### config.mk
export PLATFORM = sky130hd
export DESIGN_NAME = enc_reply_rx
export DESIGN_NICKNAME = d
export VERILOG_FILES = /design/src/rtl/enc_reply_pkg.sv /design/src/rtl/erx_bit_sampler.sv /design/src/rtl/erx_gap_timer.sv /design/src/rtl/enc_reply_rx.sv
export SDC_FILE = /design/constraint.sdc
export NUM_CORES = 1
export LEC_CHECK = 0
export BUFFER_PORTS_ARGS = -buffer_cell sky130_fd_sc_hd__buf_2
export CAP_MARGIN = 20
export CORE_ASPECT_RATIO = 1.75
export CORE_MARGIN = 3
export CORE_UTILIZATION = 55
export DETAILED_ROUTE_END_ITERATION = 12
export PLACE_DENSITY = 0.82
export SLEW_MARGIN = 10
export SYNTH_ARGS = -nofsm -noshare
export SYNTH_HDL_FRONTEND = slang
export SYNTH_SLANG_ARGS = --single-unit
### constraint.sdc
create_clock -name clk -period 3.4 [get_ports clk]
set_clock_uncertainty 0.1 [all_clocks]
set_input_delay 0.68 -clock clk [delete_from_list [all_inputs] [get_ports clk]]
set_output_delay 0.68 -clock clk [all_outputs]
set_load 0.05 [all_outputs]
### src/rtl/enc_reply_pkg.sv
package enc_reply_pkg;

  localparam int unsigned MAX_DATA   = 8;
  localparam int unsigned FIELD_BITS = 10;
  localparam int unsigned BYTE_W     = 8;

  // sync bits arrive first on the line: 0,0,1,0 -> vector bit 0 is the first
  localparam logic [3:0] SYNC_PAT = 4'b0100;

  typedef enum logic [1:0] {
    ST_IDLE   = 2'd0,
    ST_WAITCF = 2'd1,
    ST_BODY   = 2'd2
  } rx_state_t;

  // number of data fields carried by a reply for a given command ID, 0 = unknown ID
  function automatic logic [3:0] data_count(input logic [3:0] id);
    case (id)
      4'h0, 4'h1: data_count = 4'd3;
      4'h2:       data_count = 4'd1;
      4'h3:       data_count = 4'd8;
      4'h7, 4'h8, 4'hC: data_count = 4'd3;
      default:    data_count = 4'd0;
    endcase
  endfunction

endpackage

### src/rtl/erx_bit_sampler.sv
module erx_bit_sampler
  import enc_reply_pkg::*;
#(
  parameter int unsigned CLKS_PER_BIT = 80
) (
  input  logic                  clk,
  input  logic                  rst,
  input  logic                  rx_i,
  input  logic                  hunt,
  input  logic                  abort,
  output logic                  busy,
  output logic                  fld_valid,
  output logic [FIELD_BITS-1:0] fld_bits
);

  localparam int unsigned CW = $clog2(CLKS_PER_BIT);
  localparam logic [CW-1:0] HALF_M1 = CW'(CLKS_PER_BIT / 2 - 1);
  localparam logic [CW-1:0] FULL_M1 = CW'(CLKS_PER_BIT - 1);
  localparam logic [3:0]    LAST_IX = 4'(FIELD_BITS - 1);

  logic                  s1, s2;
  logic [CW-1:0]         phase;
  logic [3:0]            bix;
  logic [FIELD_BITS-1:0] shf;

  // two-flop retiming of the asynchronous line
  always_ff @(posedge clk) begin
    if (rst) begin
      s1 <= 1'b1;
      s2 <= 1'b1;
    end else begin
      s1 <= rx_i;
      s2 <= s1;
    end
  end

  always_ff @(posedge clk) begin
    if (rst || abort) begin
      busy      <= 1'b0;
      phase     <= '0;
      bix       <= '0;
      shf       <= '0;
      fld_valid <= 1'b0;
      fld_bits  <= '0;
    end else begin
      fld_valid <= 1'b0;
      if (!busy) begin
        if (hunt && !s2) begin
          busy  <= 1'b1;
          phase <= HALF_M1;
          bix   <= '0;
        end
      end else if (phase == '0) begin
        shf   <= {s2, shf[FIELD_BITS-1:1]};
        phase <= FULL_M1;
        if (bix == LAST_IX) begin
          busy      <= 1'b0;
          fld_valid <= 1'b1;
          fld_bits  <= {s2, shf[FIELD_BITS-1:1]};
        end else begin
          bix <= bix + 4'd1;
        end
      end else begin
        phase <= phase - 1'b1;
      end
    end
  end

endmodule

### src/rtl/erx_gap_timer.sv
module erx_gap_timer #(
  parameter int unsigned GAP_TIMEOUT = 1000
) (
  input  logic clk,
  input  logic rst,
  input  logic clear,
  input  logic run,
  output logic expired
);

  localparam int unsigned CW = $clog2(GAP_TIMEOUT + 1);
  localparam logic [CW-1:0] LIMIT = CW'(GAP_TIMEOUT);

  logic [CW-1:0] cnt;

  always_ff @(posedge clk) begin
    if (rst || clear || !run) cnt <= '0;
    else if (cnt != LIMIT)    cnt <= cnt + 1'b1;
  end

  assign expired = run && (cnt == LIMIT);

endmodule

### src/rtl/enc_reply_rx.sv
module enc_reply_rx
  import enc_reply_pkg::*;
#(
  parameter int unsigned CLKS_PER_BIT = 80,
  parameter int unsigned GAP_TIMEOUT  = 1000
) (
  input  logic                       clk,
  input  logic                       rst,
  input  logic                       start_i,
  input  logic                       rx_i,
  output logic [3:0]                 id_o,
  output logic [BYTE_W-1:0]          status_o,
  output logic [MAX_DATA*BYTE_W-1:0] data_o,
  output logic [BYTE_W-1:0]          crc_o,
  output logic [2:0]                 err_o,
  output logic                       done_o
);

  rx_state_t             state_q;
  logic [3:0]            fidx, nfld;
  logic                  smp_busy, fld_valid, expired, hunt, waiting;
  logic [FIELD_BITS-1:0] fld_bits;
  logic [BYTE_W-1:0]     fld_byte;
  logic [2:0]            cf_err;
  logic                  body_err, take, is_stat, is_crc, is_dat;

  assign waiting = (state_q != ST_IDLE);
  // no new field may begin in the cycle a field or a timeout is being resolved
  assign hunt    = waiting && !fld_valid && !expired;

  erx_bit_sampler #(.CLKS_PER_BIT(CLKS_PER_BIT)) u_smp (
    .clk(clk), .rst(rst), .rx_i(rx_i), .hunt(hunt), .abort(start_i),
    .busy(smp_busy), .fld_valid(fld_valid), .fld_bits(fld_bits)
  );

  erx_gap_timer #(.GAP_TIMEOUT(GAP_TIMEOUT)) u_gap (
    .clk(clk), .rst(rst), .clear(start_i),
    .run(waiting && !smp_busy), .expired(expired)
  );

  assign fld_byte = fld_bits[8:1];

  always_comb begin
    cf_err[0] = fld_bits[8] != ^fld_bits[7:4];
    cf_err[1] = (fld_bits[3:0] != SYNC_PAT) || (data_count(fld_bits[7:4]) == 4'd0);
    cf_err[2] = !fld_bits[9];
    body_err  = !fld_bits[9] || fld_bits[0];
    take      = (state_q == ST_BODY) && fld_valid && !expired && !body_err;
    is_stat   = (fidx == 4'd0);
    is_crc    = (fidx == nfld + 4'd1);
    is_dat    = !is_stat && (fidx <= nfld);
  end

  always_ff @(posedge clk) begin
    if (rst) begin
      state_q  <= ST_IDLE;
      fidx     <= '0;
      nfld     <= '0;
      id_o     <= '0;
      status_o <= '0;
      crc_o    <= '0;
      err_o    <= '0;
      done_o   <= 1'b0;
    end else begin
      done_o <= 1'b0;
      if (start_i) begin
        state_q  <= ST_WAITCF;
        fidx     <= '0;
        nfld     <= '0;
        id_o     <= '0;
        status_o <= '0;
        crc_o    <= '0;
        err_o    <= '0;
      end else begin
        case (state_q)
          ST_WAITCF: begin
            if (expired) begin
              err_o[1] <= 1'b1;
              state_q  <= ST_IDLE;
            end else if (fld_valid) begin
              if (|cf_err) begin
                err_o   <= cf_err;
                state_q <= ST_IDLE;
              end else begin
                id_o    <= fld_bits[7:4];
                nfld    <= data_count(fld_bits[7:4]);
                fidx    <= '0;
                state_q <= ST_BODY;
              end
            end
          end
          ST_BODY: begin
            if (expired || (fld_valid && body_err)) begin
              err_o[2] <= 1'b1;
              state_q  <= ST_IDLE;
            end else if (take) begin
              fidx <= fidx + 4'd1;
              if (is_stat) status_o <= fld_byte;
              if (is_crc) begin
                crc_o   <= fld_byte;
                done_o  <= 1'b1;
                state_q <= ST_IDLE;
              end
            end
          end
          default: state_q <= ST_IDLE;
        endcase
      end
    end
  end

  // one holding register per data slot
  for (genvar gi = 0; gi < MAX_DATA; gi++) begin : g_dat
    logic [BYTE_W-1:0] q;
    always_ff @(posedge clk) begin
      if (rst || start_i)                          q <= '0;
      else if (take && is_dat && fidx == 4'(gi + 1)) q <= fld_byte;
    end
    assign data_o[gi*BYTE_W +: BYTE_W] = q;
  end

  assert_done_single_R10: assert property (@(posedge clk) disable iff (rst)
    done_o |=> !done_o);

  assert_done_clean_R10: assert property (@(posedge clk) disable iff (rst)
    done_o |-> (err_o == 3'b000));

  assert_start_clears_R6: assert property (@(posedge clk) disable iff (rst)
    start_i |=> (err_o == 3'b000 && status_o == '0 && crc_o == '0 && data_o == '0));

  assert_idle_quiet_R11: assert property (@(posedge clk) disable iff (rst)
    (state_q == ST_IDLE) |-> !smp_busy);

  assert_known_id_R4: assert property (@(posedge clk) disable iff (rst)
    done_o |-> (data_count(id_o) != 4'd0));

endmodule

; ---- Word-level counts from Yosys, hierarchy flattened
; Cells that the tools add are included.
[word_totals]
regBits = 143
latch_bits = 0
mem_bits_rw = 0
romBits = 0
inputBits = 4
out_inout_bits = 88
elab_cells = 171
mem_count = 0
[op_classes]
addsub = 5
n_mul = 0
div = 0
magnitude_cmp = 1
n_eq_ne = 37
n_shift = 0
mux = 34
bitwise = 7
n_reduce_logical = 59
[ops]
columns = op, n
row1 = $mux W4, 9
row2 = $mux W7, 3
row3 = $eq A4 B3 Y1 const B, 5
row4 = $logic_and A1 B1 Y1, 19
row5 = $eq A4 B2 Y1 const B, 4
row6 = $eq A4 B4 Y1 const B, 4
row7 = $ne A4 B3 Y1 const B, 4
row8 = $reduce_and A4 Y1, 4
row9 = $reduce_and A3 Y1, 5
row10 = $ne A2 B2 Y1 const B, 7
row11 = $add A4 B1 Y4 const B, 3
row12 = $logic_not A4 Y1, 3
row13 = $mux W2, 6
row14 = $pmux W4 S3, 1
row15 = $add A10 B1 Y10 const B, 1
row16 = $eq A10 B10 Y1 const B, 1
row17 = $mux W1, 10
row18 = $ne A10 B10 Y1 const B, 1
row19 = $reduce_bool A2 Y1, 5
row20 = $reduce_or A5 Y1, 2
row21 = $ne A3 B2 Y1 const B, 3
row22 = $eq A4 B1 Y1 const B, 2
row23 = $logic_not A1 Y1, 8
row24 = $pmux W4 S2, 1
row25 = 19 further kinds, 32

; ---- Logic depth before layout (Yosys ltp)
[depth]
depth_word = 11
mapped_depth = 9
mapped_depth_nobuf = 7

; ---- Modules after synthesis
; Synthesis repeated with hierarchy kept, for this count alone.
[unflattened]
hier_cells = 636
hier_area_um2 = 6049.6
[by_module_without_submodules]
columns = mod, instances, cells_per_inst, area_each_um2, seq_area_each_um2
row1 = enc_reply_rx, 1, 412, 4040.1, 1941.9
row2 = erx_bit_sampler, 1, 165, 1483.9, 680.7
row3 = erx_gap_timer, 1, 59, 525.5, 200.2

; ---- Worst setup path after synthesis
; Ideal clock, no wire load.
[synth_timing]
kind = register -> register
start = register u_smp.fld_bits[6]
end = register nfld[1]
setup_time_ns = 0.087
t_arrival_ns = 2.159
required_time_ns = 3.213
path_slack_ns = 1.054
stages_incl_launch_ff = 10
path_buffers = 2
period_less_slack_ns = 2.346
path_cell_list = dfxtp_1 -> clkbuf_1 -> inv_1 -> ha_1 -> xnor3_1 -> nand2_1 -> nor4_2 -> buf_2 -> nand3_1 -> o31ai_1
[synth_between]
elab_chain_len = 8
elab_cells_between_ends = 16
classes_between = 7 x eq/ne / 1 x mux / 1 x bitwise / 7 x reduce/logical
[synth_lines]
columns = item, line_no
row1 = start: declaration, erx_bit_sampler.sv:13  ; output logic [FIELD_BITS-1:0] fld_bits
row2 = start signal: assignment, erx_bit_sampler.sv:59  ; fld_bits <= {s2, shf[FIELD_BITS-1:1]};
row3 = $eq A4 B3 Y1 (tied with other cells), enc_reply_pkg.sv:18  ; case (id)
row4 = $reduce_or A5 Y1 (no source line), -
row5 = $pmux W4 S3, enc_reply_pkg.sv:18
row6 = $logic_not A4 Y1, enc_reply_rx.sv:45  ; cf_err[1] = (fld_bits[3:0] != SYNC_PAT) || (data_count(fld_bits[7:4]) == 4'd0);
row7 = $logic_or A1 B1 Y1, enc_reply_rx.sv:45
row8 = $reduce_or A3 Y1, enc_reply_rx.sv:81  ; if (|cf_err) begin
row9 = $not A1 Y1 (no source line), -
row10 = $reduce_and A4 Y1 (no source line), -
row11 = end signal: assignment, enc_reply_rx.sv:86  ; nfld <= data_count(fld_bits[7:4]);
row12 = end: declaration, enc_reply_rx.sv:20  ; logic [3:0] fidx, nfld;
; Several ways; a longest one is shown, not always the timed one.
; A chain may end at the register's enable or synchronous reset.

; ---- Worst setup path after layout
[layout_timing]
start = register u_smp.fld_bits[5]
end = register fidx[1]
[layout_between]
elab_chain_len = 8
elab_cells_between_ends = 16
classes_between = 8 x eq/ne / 1 x mux / 7 x reduce/logical
[layout_lines]
columns = item, line_no
row1 = $eq A4 B3 Y1 (tied with other cells), enc_reply_pkg.sv:18
row2 = $reduce_or A5 Y1 (no source line), -
row3 = $pmux W4 S3, enc_reply_pkg.sv:18
row4 = $logic_not A4 Y1, enc_reply_rx.sv:45
row5 = $logic_or A1 B1 Y1, enc_reply_rx.sv:45
row6 = $reduce_or A3 Y1 *, enc_reply_rx.sv:81
row7 = $ne A2 B2 Y1 (no source line) *, -
row8 = $reduce_and A6 Y1 (no source line) *, -
row9 = end signal: assignment, enc_reply_rx.sv:97  ; fidx <= fidx + 4'd1;
row10 = end: declaration, enc_reply_rx.sv:20
; Every way passes the cells marked *; elsewhere a longest branch is shown, timed or not.

==> results.json <==
{
  "ys_top_cells_by_count": "dfxtp_1 (141), nand2_1 (94), mux2i_1 (74)",
  "final.setup.tns_ns": 0,
  "crit_required_ns": 3.60,
  "nNetsFinal": 729,
  "post-cts-setup-buffer-count": 0,
  "port_buffers": 91,
  "async_reset_ff_frac": 0,
  "outcome": "complete, no violations",
  "gp_congestion": 0.842,
  "io_pins": 92,
  "path_max_fanout": 11,
  "initial_core_util": 0.566,
  "power_density_nw_per_um2": 507,
  "maxCapViolCount": 0,
  "end_kind": "flop",
  "leakage_nw": 3.25,
  "htreeDepth": 4,
  "layout_setup_ws_ns": 0.763,
  "fin_util": 0.678,
  "numCtsBuffers": 17,
  "grt_pass1_vias": 4799,
  "dp_hpwl_um": 10100,
  "cp-startpoint": "u_smp.fld_bits[5]$_SDFFE_PP0P_",
  "ir_drop_mv": 0.382,
  "fmax_mhz": 379,
  "die_h_um": 143,
  "antenna_cells": 0,
  "worst_setup_path_start_kind": "flop",
  "synth_fp_nets": 644,
  "drt.antenna.violating_nets": 0,
  "routed_via_density": 5.70,
  "synth_edf_count": 0,
  "cts_buffer_depth": 2,
  "die_w_um": 84.1,
  "rsz0062_at_grt": "false",
  "post_synth_num_cell_types": 57,
  "clockRootBuffer": "clkbuf_16",
  "crit_type": "reg -> reg",
  "vias": 4815,
  "clock_latency_ns": 0.41,
  "worst_pin_slew_ns": 0.902,
  "clock_sinks": 141,
  "place_ws_ns": 0.693,
  "syn_area_um2": 5870,
  "tritoncts": "done",
  "maxSlewHeadroom": 0.389,
  "yosysTopAreaCell": "dfxtp_1",
  "clk_pin_slew_ns": 0.06,
  "yosysSeqAreaShare": 0.481,
  "syn_area_per_cell_um2": 9.48,
  "rr_startpoint": "u_smp.fld_bits[5]$_SDFFE_PP0P_",
  "overflow": 0,
  "synth_top_area_share": 0.481,
  "wire_per_inst_um": 17.1,
  "critical_path.slowest_cell": "dfxtp_1",
  "syn_to_final_growth_pct": 19.7,
  "route.detailed.drc": 0,
  "final_cells": 844,
  "grt.total_usage": 0.247,
  "drive_gt1_frac": 0.213,
  "worstPathArrival_ns": 2.84,
  "hold_viol_final": 0,
  "synth_area_leaders": "dfxtp_1 (48%), mux2i_1 (13%), nand2_1 (6.0%)",
  "critical-path-top-delay-family": "compound AO/OA/AOI/OAI gates",
  "min_period_ns": 2.64,
  "core_area_um2": 10400,
  "min_path_type": "reg -> reg",
  "yosysWarningCount": 0,
  "antenna_found_initial": 0,
  "hold_buffers": 0,
  "cpPeakStageDelay_ns": 0.57,
  "core.rowCount": 49,
  "finalMaxSlewViolations": 0,
  "grt_pass1_wl_um": 23600,
  "die_area_um2": 12000,
  "fin_crit_sh": 0.775,
  "worst-path-buf-inv": 1,
  "dpl.cell_count": 811,
  "first_iter_violations": 362,
  "finalSetupViolations": 0,
  "synth_flop_cell": "dfxtp_1",
  "drt-total-wl_um": 14400,
  "synthCells": 619,
  "synth_most_common_cell": "dfxtp_1",
  "cts_resized": 0,
  "synth-seq-cells": 141,
  "power_mw": 3.56,
  "crit_chain": "inv_1 > ha_1 > o41a_1 > o31ai_2 > o31ai_1 > and2_1 > a31o_1",
  "grt_start_max_net_pins": 49,
  "hp-start": "u_smp.s1$_SDFF_PP1_",
  "drt_pass1_iterations": 6
}
==> sequential cells by signal (all words and copies together), names as in the netlist, 3 cells and up <==
| signal | flops |
|---|---|
| crc_o | 8 |
| u_smp.fld_bits | 10 |
| u_smp.shf | 9 |
| status_o | 8 |
| err_o | 3 |
| u_smp.bix | 4 |
| g_dat.q | 64 |
| u_gap.cnt | 10 |
| nfld | 3 |
| u_smp.phase | 7 |
| fidx | 4 |
| id_o | 4 |
==> cell type report <==
type                    count  area, µm²
multi-input cells         427       2850
well taps                 127        159
flip-flops and latches    141       2820
inverters                  15       56.3
clock inverters            13        165
repair buffers            102        536
clock buffers              19        433
fillers                   768       3340
==> logic make-up (layout without fill, tap and decap cells) <==
family                     Yosys count  count (layout)  synth area share
buffers and inverters               51             149            0.0341
and+or+nand+nor                    237             237             0.195
adders and majority gates           21              21            0.0448
DFF                                141             141             0.481
muxes                               74              74             0.126
xor gates and xnor gates            12              12            0.0203
AOI/OAI and AO/OA                   83              83            0.0987
==> through the flow <==
stage,instance area [µm²],hold WS (ns)
finish,7020,0.320
global route,7020,0.340
CTS,7020,0.325
detailed placement,6420,0.303
global placement,6420,0.297
floorplan,5870,0.289
==> final timing paths <==
check / to / slack (ns) / depth (start not counted)
max: fidx[1]$_SDFFE_PP0P_ / 0.76 / 7
min: u_smp.s2$_SDFF_PP1_ / 0.32 / 1
max reg2reg: fidx[1]$_SDFFE_PP0P_ / 0.76 / 7
min reg2reg: u_smp.s2$_SDFF_PP1_ / 0.32 / 1
==> cell usage in the layout (no fill, tap or decap), types with 3 or more instances in the layout <==
master,Yosys,routed
a211oi_1,3,3
a21oi_1,18,18
a22o_1,10,10
a31oi_1,3,3
and2_1,3,3
and3_1,6,6
buf_2,7,92
buf_4,0,10
bufinv_16,0,3
clkbuf_16,0,17
clkinv_2,0,3
clkinv_4,0,4
dfxtp_1,141,141
ha_1,21,21
inv_1,15,15
mux2i_1,74,74
nand2_1,94,94
nand2b_1,3,3
nand3_1,23,23
nand4_1,6,6
nand4_2,4,4
nand4b_1,4,4
nor2_1,62,61
nor2b_1,3,3
nor3_1,8,8
nor4_1,3,3
o21ai_0,7,7
o21ai_1,16,16
o31ai_1,5,5
or2_2,4,4
xnor2_1,6,6
xor2_1,5,5
==> per-layer routing <==
metal / wire [µm] / track usage
met5: 0 / 0
met4: 570 / 0.123
met3: 587 / 0.0566
met2: 7890 / 0.462
met1: 5360 / 0.256
==> power breakdown <==
part	switching, mW	internal, mW
registers	0.00368	1.66
clock network	0.683	1.16
logic	0.0448	0.0147
total	0.732	2.83
No activity file was read; power rests on OpenSTA's default activity.
